===== config.mk =====
export PLATFORM = sky130hd
export DESIGN_NAME = dac_ctrl_i2c
export DESIGN_NICKNAME = d
export VERILOG_FILES = /design/src/rtl/dac_i2c_pkg.sv /design/src/rtl/dac_i2c_ctrl.sv /design/src/rtl/dac_i2c_regs.sv /design/src/rtl/dac_ctrl_i2c.sv
export SDC_FILE = /design/constraint.sdc
export NUM_CORES = 1
export LEC_CHECK = 0
export BUFFER_PORTS_ARGS = -buffer_cell sky130_fd_sc_hd__buf_2
export CAP_MARGIN = 5
export CORE_ASPECT_RATIO = 1.2
export CORE_MARGIN = 1
export CORE_UTILIZATION = 60
export DETAILED_ROUTE_END_ITERATION = 10
export GPL_ROUTABILITY_DRIVEN = 0
export PLACE_DENSITY = 0.86
export SLEW_MARGIN = 10
export SYNTH_ARGS = -nofsm -noshare
export SYNTH_HDL_FRONTEND = slang
export SYNTH_SLANG_ARGS = --single-unit

===== constraint.sdc =====
create_clock -name clk -period 4.5 [get_ports clk]
set_input_delay 0.9 -clock clk [delete_from_list [all_inputs] [get_ports clk]]
set_output_delay 0.9 -clock clk [all_outputs]
set_load 0.01 [all_outputs]

===== src/rtl/dac_i2c_pkg.sv =====
package dac_i2c_pkg;
  localparam int BYTE_W = 8;

  typedef struct packed {
    logic              ptrLoad;
    logic              regWrite;
    logic [BYTE_W-1:0] rxByte;
  } busStrobe_t;

  typedef enum logic [3:0] {
    ST_IDLE, ST_ADDR, ST_ADDR_ACK, ST_PTR, ST_PTR_ACK,
    ST_DATA, ST_DATA_ACK, ST_RD, ST_RD_ACK, ST_IGNORE
  } busState_t;
endpackage


===== src/rtl/dac_i2c_ctrl.sv =====
module dac_i2c_ctrl
  import dac_i2c_pkg::*;
#(
  parameter int         STRAP_W   = 2,
  parameter logic [6:0] ADDR_BASE = 7'b1001000
) (
  input  logic                clk,
  input  logic                rstN,
  input  logic                sclIn,
  input  logic                sdaIn,
  input  logic [STRAP_W-1:0]  strap,
  input  logic [BYTE_W-1:0]   rdByte,
  output busStrobe_t          strb,
  output logic                sdaDriveLow
);
  localparam int SYNC_D = 3;

  logic [SYNC_D-1:0] sclPipe, sdaPipe;
  logic sclNow, sclPrev, sdaNow, sdaPrev;
  logic sclRise, sclFall, startEv, stopEv;
  busState_t state;
  logic [3:0] bitCnt;
  logic [BYTE_W-1:0] shiftReg;
  logic readMode, masterAck;
  logic addrHit;

  // two-flop synchronizer plus one stage for edge detection
  always_ff @(posedge clk or negedge rstN) begin
    if (!rstN) begin
      sclPipe <= '1;
      sdaPipe <= '1;
    end else begin
      sclPipe <= {sclPipe[SYNC_D-2:0], sclIn};
      sdaPipe <= {sdaPipe[SYNC_D-2:0], sdaIn};
    end
  end

  assign sclNow  = sclPipe[1];
  assign sclPrev = sclPipe[2];
  assign sdaNow  = sdaPipe[1];
  assign sdaPrev = sdaPipe[2];
  assign sclRise = sclNow & ~sclPrev;
  assign sclFall = ~sclNow & sclPrev;
  assign startEv = sclNow & sclPrev & sdaPrev & ~sdaNow;
  assign stopEv  = sclNow & sclPrev & ~sdaPrev & sdaNow;

  assign addrHit = (shiftReg[7:1] == {ADDR_BASE[6:STRAP_W], strap});

  always_ff @(posedge clk or negedge rstN) begin
    if (!rstN) begin
      state     <= ST_IDLE;
      bitCnt    <= '0;
      shiftReg  <= '0;
      readMode  <= 1'b0;
      masterAck <= 1'b0;
      strb      <= '0;
    end else begin
      strb.ptrLoad  <= 1'b0;
      strb.regWrite <= 1'b0;
      if (startEv) begin
        state  <= ST_ADDR;
        bitCnt <= '0;
      end else if (stopEv) begin
        state <= ST_IDLE;
      end else begin
        case (state)
          ST_ADDR, ST_PTR, ST_DATA: begin
            if (sclRise) begin
              shiftReg <= {shiftReg[BYTE_W-2:0], sdaNow};
              bitCnt   <= bitCnt + 4'd1;
            end else if (sclFall && bitCnt == 4'd8) begin
              bitCnt <= '0;
              if (state == ST_ADDR) begin
                if (addrHit) begin
                  readMode <= shiftReg[0];
                  state    <= ST_ADDR_ACK;
                end else begin
                  state <= ST_IGNORE;
                end
              end else if (state == ST_PTR) begin
                strb.ptrLoad <= 1'b1;
                strb.rxByte  <= shiftReg;
                state        <= ST_PTR_ACK;
              end else begin
                strb.regWrite <= 1'b1;
                strb.rxByte   <= shiftReg;
                state         <= ST_DATA_ACK;
              end
            end
          end
          ST_ADDR_ACK: begin
            if (sclFall) begin
              if (readMode) begin
                shiftReg <= rdByte;
                state    <= ST_RD;
              end else begin
                state <= ST_PTR;
              end
            end
          end
          ST_PTR_ACK, ST_DATA_ACK: begin
            if (sclFall) state <= ST_DATA;
          end
          ST_RD: begin
            if (sclFall) begin
              if (bitCnt == 4'd7) begin
                bitCnt <= '0;
                state  <= ST_RD_ACK;
              end else begin
                shiftReg <= {shiftReg[BYTE_W-2:0], 1'b0};
                bitCnt   <= bitCnt + 4'd1;
              end
            end
          end
          ST_RD_ACK: begin
            if (sclRise) masterAck <= ~sdaNow;
            if (sclFall) begin
              if (masterAck) begin
                shiftReg <= rdByte;
                state    <= ST_RD;
              end else begin
                state <= ST_IGNORE;
              end
            end
          end
          default: ;
        endcase
      end
    end
  end

  assign sdaDriveLow = (state == ST_ADDR_ACK) || (state == ST_PTR_ACK) ||
                       (state == ST_DATA_ACK) ||
                       ((state == ST_RD) && !shiftReg[BYTE_W-1]);
endmodule


===== src/rtl/dac_i2c_regs.sv =====
module dac_i2c_regs
  import dac_i2c_pkg::*;
#(
  parameter int         NUM_CH   = 4,
  parameter logic [7:0] PTR_BASE = 8'hF8
) (
  input  logic                     clk,
  input  logic                     rstN,
  input  busStrobe_t               strb,
  output logic [BYTE_W-1:0]        rdByte,
  output logic [NUM_CH*BYTE_W-1:0] chanRegs,
  output logic [NUM_CH*(BYTE_W-1)-1:0] chanMag,
  output logic [NUM_CH-1:0]        chanSource,
  output logic [NUM_CH-1:0]        chanOn
);
  localparam int IDX_W = (NUM_CH > 1) ? $clog2(NUM_CH) : 1;
  localparam int MAG_W = BYTE_W - 1;

  logic [BYTE_W-1:0] ptrReg;
  logic [BYTE_W-1:0] regFile [NUM_CH];
  logic ptrHit;
  logic [IDX_W-1:0] ptrIdx;

  assign ptrHit = (ptrReg[BYTE_W-1:IDX_W] == PTR_BASE[BYTE_W-1:IDX_W]);
  assign ptrIdx = ptrReg[IDX_W-1:0];

  always_ff @(posedge clk or negedge rstN) begin
    if (!rstN) begin
      ptrReg <= '0;
      for (int i = 0; i < NUM_CH; i++) regFile[i] <= '0;
    end else begin
      if (strb.ptrLoad) ptrReg <= strb.rxByte;
      if (strb.regWrite && ptrHit) begin
        for (int i = 0; i < NUM_CH; i++)
          if (ptrIdx == IDX_W'(i)) regFile[i] <= strb.rxByte;
      end
    end
  end

  always_comb begin
    rdByte = '0;
    if (ptrHit) begin
      for (int i = 0; i < NUM_CH; i++)
        if (ptrIdx == IDX_W'(i)) rdByte = regFile[i];
    end
  end

  for (genvar g = 0; g < NUM_CH; g++) begin : g_chan
    assign chanRegs[g*BYTE_W +: BYTE_W] = regFile[g];
    assign chanMag[g*MAG_W +: MAG_W]    = regFile[g][MAG_W-1:0];
    assign chanOn[g]     = |regFile[g][MAG_W-1:0];
    assign chanSource[g] = chanOn[g] & regFile[g][BYTE_W-1];
  end
endmodule


===== src/rtl/dac_ctrl_i2c.sv =====
module dac_ctrl_i2c
  import dac_i2c_pkg::*;
#(
  parameter int NUM_CH = 4
) (
  input  logic                    clk,
  input  logic                    rstN,
  input  logic                    sclIn,
  input  logic                    sdaIn,
  input  logic [1:0]              addrStrap,
  output logic                    sdaDriveLow,
  output logic [NUM_CH*8-1:0]     chanRegs,
  output logic [NUM_CH*7-1:0]     chanMag,
  output logic [NUM_CH-1:0]       chanSource,
  output logic [NUM_CH-1:0]       chanOn
);
  busStrobe_t        strb;
  logic [BYTE_W-1:0] rdByte;

  dac_i2c_ctrl #(.STRAP_W(2), .ADDR_BASE(7'b1001000)) uCtrl (
    .clk(clk), .rstN(rstN), .sclIn(sclIn), .sdaIn(sdaIn),
    .strap(addrStrap), .rdByte(rdByte), .strb(strb),
    .sdaDriveLow(sdaDriveLow)
  );

  dac_i2c_regs #(.NUM_CH(NUM_CH), .PTR_BASE(8'hF8)) uRegs (
    .clk(clk), .rstN(rstN), .strb(strb), .rdByte(rdByte),
    .chanRegs(chanRegs), .chanMag(chanMag),
    .chanSource(chanSource), .chanOn(chanOn)
  );
endmodule


==> key figures, run 1 <==
Placed design
  – Post-DP HPWL: around 6 mm
  – Placed cells: ~450
  – Area after DPL: 4110 um^2
  – Port bufs: 74

Detailed routing
  – Drt first pass iters: 4
  – Initial DRC Count: approximately 120
  – Aggregate routed wire length: 8.139 mm
  – DRC: 0
  – ANT nets after route: 0
  – DR vias/cell: 5.769
  – Avg WL per Cell: between 15 and 20 um
  – DR vias: approximately 2700

Clock tree
  – Clk buf depth: 2
  – CTS buffer count: 9
  – Reg clk slew, reported paths: 0.08 ns
  – H-tree depth: 3
  – Root Buffer: clkbuf_8
  – Worst skew pair latency: around 0.34 ns
  – Post-CTS Hold Buffers: 0
  – CTS tree: done
  – Clk sinks: 74
  – Postcts setup bufs: 0
  – Post-CTS sizing: 0

Synthesis
  – Prevailing post-synth register cell: dfrtp_1
  – Register bit count reported by yosys: 74
  – FFs w/ async S/R, synth: 100.0%
  – Library cells used by synthesis: 46
  – Synthesized area: 3876 um^2
  – Average size of a mapped cell: 11.78 um^2
  – Synthesized netlist cell count: 329
  – Register area share after synthesis: 47.97%
  – Post-synth EDFFs: 0
  – YS warnings: 0
  – Mapped Nets: about 340

Final layout
  – Layout cells sized above 1: 44.68%
  – ANT cells: 0
  – Final instance area: 4292 um^2
  – Non-Filler Instances: between 400 and 500
  – Layout area overhead: 10.72%
  – Nets@finish: between 300 and 400

Timing
  – Hold Vio Cnt, Final: 0
  – Slew Limit Headroom: 50.60%
  – Setup Skew: 0.008890 ns
  – F_max: 0.3811 GHz
  – Min cycle time layout: 2.624 ns
  – Period Utilization, post-route: 58.32%
  – Worst Tran Pin Value: roughly 0.74 ns
  – Setup TNS: 0 ns
  – RSZ-0062 raised after global routing: false
  – Final setup vio count: 0
  – Max-slew violations: 0

Floorplan
  – IO Count: 75
  – Die Span X: 75.38 um
  – Die height: 90.05 um
  – Rows: 31
  – Die ar.: 6788 um^2
  – CORE AREA: 6128 um^2
  – Initial core utilization: between 60% and 70%

GRT
  – Number of global-route vias before repair: 2724
  – Largest net degree at the start of global routing: 37
  – First-pass GRT wire length: 13.41 mm
  – Initial antenna violation count: 0
  – Total routing usage reported by global routing: about a quarter
  – Overflow after GRT: 0

Worst setup path
  – Nature of the critical path startpoint: flop
  – Crit-path max FO: 5
  – CP Data Arrival Time: between 1.5 and 2 ns
  – CP endpoint kind: primary output
  – CP Class: reg2out
  – Worst path required time: approximately 3.6 ns

Job
  – Max Cap Viol: 0

Status
  – Outcome: finished, final reports clean

Power and ir drop
  – Pleak: 2.194 nW
  – Pwr dens: just under 400 nW/um^2
  – VDD IR max: 0.2354 mV

Worst hold path
  – Min-Delay Path Class: reg2reg
cell usage in the layout (no fill, tap or decap), types with 2 or more instances in the layout:
cell	Yosys	final
nor2_1	9	9
buf_4	30	2
nor2b_1	2	2
nand3b_1	3	3
buf_2	5	74
inv_1	15	15
xor2_1	2	2
nand2_1	28	28
a21oi_1	5	5
nand3_1	7	7
dfrtp_1	68	68
a22oi_1	2	2
mux2i_1	3	3
dfstp_2	6	6
nor4_1	4	4
o22ai_1	4	4
xnor2_1	2	2
nand2b_1	7	7
nor4b_1	2	2
nand4_1	4	4
and2_1	6	6
o21ai_0	14	14
mux2_2	58	58
nor3_1	8	8
clkbuf_8	0	11
ha_1	2	2
o31ai_1	3	3
and2b_1	2	2
a211oi_1	2	2
a32oi_1	2	2
clkinv_2	0	2
mux4_2	8	8
critical path: stages (launching register included):
cell and delay, ns:
dfrtp_1 0.43, nor4_1 0.49, nand2_1 0.14, and2_1 0.19, buf_2 0.13
layout make-up:
| cell class | instances | area (um^2) |
|---|---|---|
| clock inverters | 4 | 26.28 |
| clock buffers | 12 | 155.1 |
| flip-flops and latches | 74 | 1859 |
| inverters | 15 | 56.30 |
| fillers | 463 | 1837 |
| well taps | 82 | 102.6 |
| repair buffers | 76 | 385.4 |
| multi-input cells | 204 | 1707 |
worst paths after layout:
path | start | to | slack, ns | depth (start not counted)
max | uRegs.chanMag[10] | chanSource[1] | 1.88 | 4
min | uCtrl.sclPipe[0] | uCtrl.sclPipe[1] | 0.36 | 0
max reg2reg | uCtrl.state[2] | uCtrl.shiftReg[7] | 2.32 | 5
min reg2reg | uCtrl.sclPipe[0] | uCtrl.sclPipe[1] | 0.36 | 0
max in group asynchronous | rstN | uRegs.chanRegs[15] | 3.09 | 2
min in group asynchronous | rstN | uCtrl.bitCnt[0] | 0.54 | 1
cells by family after synthesis:
kind of cell,share of synthesized area (%)
adder cells (fa/ha/maj),0.6455
AND/OR/NAND/NOR,13.49
flip-flops,47.97
multiplexers,22.27
XOR/XNOR,0.9040
AO/OA/AOI/OAI,6.714
buffers and inverters,8.005
routing by layer:
layer	track usage (%)	part of all wire [%]	vias to the layer above
met5	0	0	-
met4	11.42	2.3	0
met3	5.942	4.2	17
met2	42.78	51	91
met1	33.72	42	1336
li1	-	-	1250
registers in the layout, summed over array words and instances, names as in the netlist:
signal / count
uCtrl.sdaPipe: 3
uCtrl.masterAck: 1
uCtrl.shiftReg: 8
uRegs.ptrReg: 8
uCtrl.strb: 10
uCtrl.state: 4
uRegs.chanMag: 28
uRegs.chanRegs: 4
uCtrl.bitCnt: 4
uCtrl.sclPipe: 3
uCtrl.readMode: 1
stage by stage:
step | worst slack (ns) | power [mW] | util, % | hold slack [ns]
final | 1.876 | 1.671 | 70.03 | 0.3586
after global routing | 1.781 | 1.767 | 70.03 | 0.3625
after CTS | 1.894 | 1.676 | 70.03 | 0.3596
after detailed placement | 2.316 | 1.206 | 67.07 | 0.3490
after global placement | 2.337 | 1.192 | 67.07 | 0.3461
after floorplan | 2.544 | 1.121 | - | 0.3452
power by group:
part | switching [mW] | internal, mW
registers | 0.103 | 0.723
clock network | 0.242 | 0.230
logic | 0.202 | 0.171
total | 0.548 | 1.12
synth_stat cells, drive strengths merged, types with 2 or more instances:
master	instances	area, um^2
a32oi	2	17.52
mux4	8	180.2
nand2	28	105.1
nand4b	2	23.77
nand4	4	25.02
o21ai	14	70.07
nand3b	3	22.52
a21oi	5	25.02
a22oi	2	15.01
nor2b	2	12.51
nor4b	4	56.30
ha	2	25.02
nand2b	7	43.79
xnor2	2	17.52
mux2i	3	30.03
xor2	2	17.52
and2b	2	15.01
nor3b	2	31.28
mux2	58	653.1
a211oi	3	35.03
dfrtp	68	1702
and2	6	37.54
o31ai	3	22.52
dfstp	6	157.7
buf	35	250.2
nand3	7	35.03
nor3	9	50.05
o22ai	4	25.02
nor4	4	25.02
nor2	9	33.78
inv	15	56.30
(Power assumes the default switching activity.)
==> run 2, diff against run 1 <==
- CORE_UTILIZATION: 60 -> 50
- PLACE_DENSITY: 0.86 -> 0.76
- clock period: 4.5 -> 2.3 ns (I/O delays scaled with it)
==> key figures, run 2 (synthesized netlist as in run 1, its figures left out) <==
Status
  – Outcome: finished, final reports clean (unchanged)

Timing
  – Final setup vio count: 0 (unchanged)
  – RSZ-0062 raised after global routing: false (unchanged)
  – Setup Skew: 0.01343 ns (was 0.008890 ns)
  – F_max: 0.4648 GHz
  – Max-slew violations: 0 (unchanged)
  – Worst Tran Pin Value: 0.6201 ns (was 0.7370 ns)
  – Min cycle time layout: roughly 2.2 ns
  – Slew Limit Headroom: 58.66% (was 50.60%)
  – Setup TNS: 0 ns (unchanged)
  – Hold Vio Cnt, Final: 0 (unchanged)
  – Period Utilization, post-route: 93.55%

Power and ir drop
  – Pleak: 2.220 nW (was 2.194 nW)
  – Power share of the clock group: 29.6% (was 28.2%)
  – Switch Pwr: 1.124 mW (was 0.5478 mW)
  – Sequential power share: 46.8% (was 49.4%)
  – Pwr dens: 779.3 nW/um^2 (was 389.4 nW/um^2)
  – VDD IR max: 0.4832 mV (was 0.2354 mV)
  – Internal power: 2.272 mW (was 1.124 mW)
  – Switching share of total power: 33.09% (was 32.77%)
  – Overall Power: 3.396 mW (was 1.671 mW)
  – Gate power share: 23.6% (was 22.4%)

Detailed routing
  – DRC: 0 (unchanged)
  – DR vias: 2707 (was 2694)
  – ANT nets after route: 0 (unchanged)
  – Aggregate routed wire length: 8.232 mm (was 8.139 mm)
  – DR vias/cell: 5.651 (was 5.769)
  – Initial DRC Count: 108 (was 124)
  – Avg WL per Cell: 17.19 um (was 17.43 um)
  – Drt first pass iters: 5 (was 4)

Placed design
  – Placed cells: 463 (was 451)
  – Area after DPL: 4163 um^2 (was 4110 um^2)
  – Port bufs: 74 (unchanged)
  – Post-DP HPWL: 5.891 mm (was 5.850 mm)

GRT
  – Overflow after GRT: 0 (unchanged)
  – First-pass GRT wire length: 13.29 mm (was 13.41 mm)
  – Total routing usage reported by global routing: 22.20% (was 26.52%)
  – Number of global-route vias before repair: 2627 (was 2724)
  – Largest net degree at the start of global routing: 75 (was 37)
  – Initial antenna violation count: 0 (unchanged)

Worst setup path
  – Worst r2r dst: uCtrl.shiftReg[7] (unchanged)
  – CP Class: reg2out (unchanged)
  – Cells on worst reg2reg path: 5 (unchanged)
  – CP bufs+invs: 3 (was 1)
  – Critical-path cell list: buf_4 > inv_1 > o21ai_0 > nand2_1 > a21oi_1 > buf_2 (was nor4_1 > nand2_1 > and2_1 > buf_2)
  – Worst path required time: 1.84 ns (was 3.60 ns)
  – Register-to-Register Setup Slack: 0.16 ns (was 2.32 ns)
  – CP endpoint kind: primary output (unchanged)
  – Slowest-stage cell, CP: dfrtp_1 (was nor4_1)
  – Nature of the critical path startpoint: flop (unchanged)
  – Crit-path max FO: 9 (was 5)
  – CP Data Arrival Time: 1.69 ns (was 1.72 ns)
  – Worst r2r src: uCtrl.sclPipe[2] (was uCtrl.state[2])
  – Slowest stage delay, CP: 0.51 ns (was 0.49 ns)
  – CP top delay family: flip-flops (was simple AND/OR/NAND/NOR gates)

Clock tree
  – Post-CTS Hold Buffers: 0 (unchanged)
  – Worst skew pair latency: 0.35 ns (was 0.34 ns)
  – Post-CTS sizing: 0 (unchanged)
  – Clk sinks: 74 (unchanged)
  – H-tree depth: 3 (unchanged)
  – Clk buf depth: 2 (unchanged)
  – Root Buffer: clkbuf_8 (unchanged)
  – Reg clk slew, reported paths: 0.09 ns (was 0.08 ns)
  – CTS tree: done (unchanged)
  – CTS buffer count: 9 (unchanged)
  – Postcts setup bufs: 0 (unchanged)

Worst hold path
  – Min-Delay Path Class: in2async (was reg2reg)

Final layout
  – ANT cells: 0 (unchanged)
  – Commonest cells after routing, fill and taps aside: buf_2 (74), dfrtp_1 (68), mux2_2 (58) (unchanged)
  – Layout cells sized above 1: 45.24% (was 44.68%)
  – Max reg flops: 28 (unchanged)
  – Nets@finish: 392 (was 388)
  – Commonest non-fill, non-tap cell in the layout: buf_2 (unchanged)
  – Layout area overhead: 12.43% (was 10.72%)
  – Non-Filler Instances: 479 (was 467)
  – Final instance area: 4358 um^2 (was 4292 um^2)

Floorplan
  – Initial core utilization: 52.67% (was 63.25%)
  – IO Count: 75 (unchanged)
  – Die Span X: 82.38 um (was 75.38 um)
  – CORE AREA: 7360 um^2 (was 6128 um^2)
  – Rows: 34 (was 31)
  – Die ar.: 8110 um^2 (was 6788 um^2)
  – Die height: 98.45 um (was 90.05 um)

Job
  – Max Cap Viol: 0 (unchanged)
-- run 2: how the worst max path moves through the flow --
| stage | slack, ns | depth (start not counted) | endpoint | start |
|---|---|---|---|---|
| 6_report | 0.15 | 6 | sdaDriveLow | uCtrl.state[2] |
| 3_3_place_gp | 0.24 | 4 | uCtrl.shiftReg[3] | uCtrl.state[0] |
| 3_5_place_dp | 0.18 | 4 | uCtrl.shiftReg[4] | uCtrl.state[0] |
| 2_1_floorplan | 0.40 | 6 | uCtrl.shiftReg[0] | uCtrl.sclPipe[1] |
| 5_1_grt | 0.009 | 6 | sdaDriveLow | uCtrl.state[2] |
| 4_1_cts | 0.13 | 6 | sdaDriveLow | uCtrl.state[2] |
-- run 2: cell type report --
cell class / count / area, um^2
Clock buffer: 10 / 127.6
Clock inverter: 6 / 67.56
Fill cell: 607 / 3002
Inverter: 15 / 56.30
Multi-Input combinational cell: 204 / 1707
Sequential cell: 74 / 1859
Tap cell: 90 / 112.6
Timing Repair Buffer: 80 / 427.9
-- run 2: through the flow --
stage          setup slack, ns  hold slack [ns]  utilization, %
5_1_grt               0.009090           0.1620           59.21
2_1_floorplan           0.4022           0.1644               -
6_report                0.1484           0.1277           59.21
4_1_cts                 0.1303           0.1327           59.21
3_5_place_dp            0.1842           0.3468           56.56
3_3_place_gp            0.2412           0.3465           56.56
-- run 2: worst register-to-register path: cells and delay by family (launching register included) --
family | cells | cell delay, ns
compound gates | 2 | 0.54
mux | 1 | 0.40
simple gates | 2 | 0.48
flops | 1 | 0.59
-- run 2: layer usage --
layer	vias to the layer above	part of all wire, %	track usage, %
li1	1264	-	-
met1	1331	42	28.15
met2	91	51	36.24
met3	21	3.9	3.519
met4	0	3.0	11.20
met5	-	0	0
-- run 2: power groups by stage --
| stage | clock network, mW | registers (mW) | logic [mW] |
|---|---|---|---|
| floorplan | 0 | 1.53 | 0.661 |
| global placement | 0 | 1.60 | 0.781 |
| detailed placement | 0 | 1.61 | 0.793 |
| CTS | 1.02 | 1.59 | 0.799 |
| global route | 1.07 | 1.61 | 0.887 |
| finish | 1.00 | 1.59 | 0.801 |
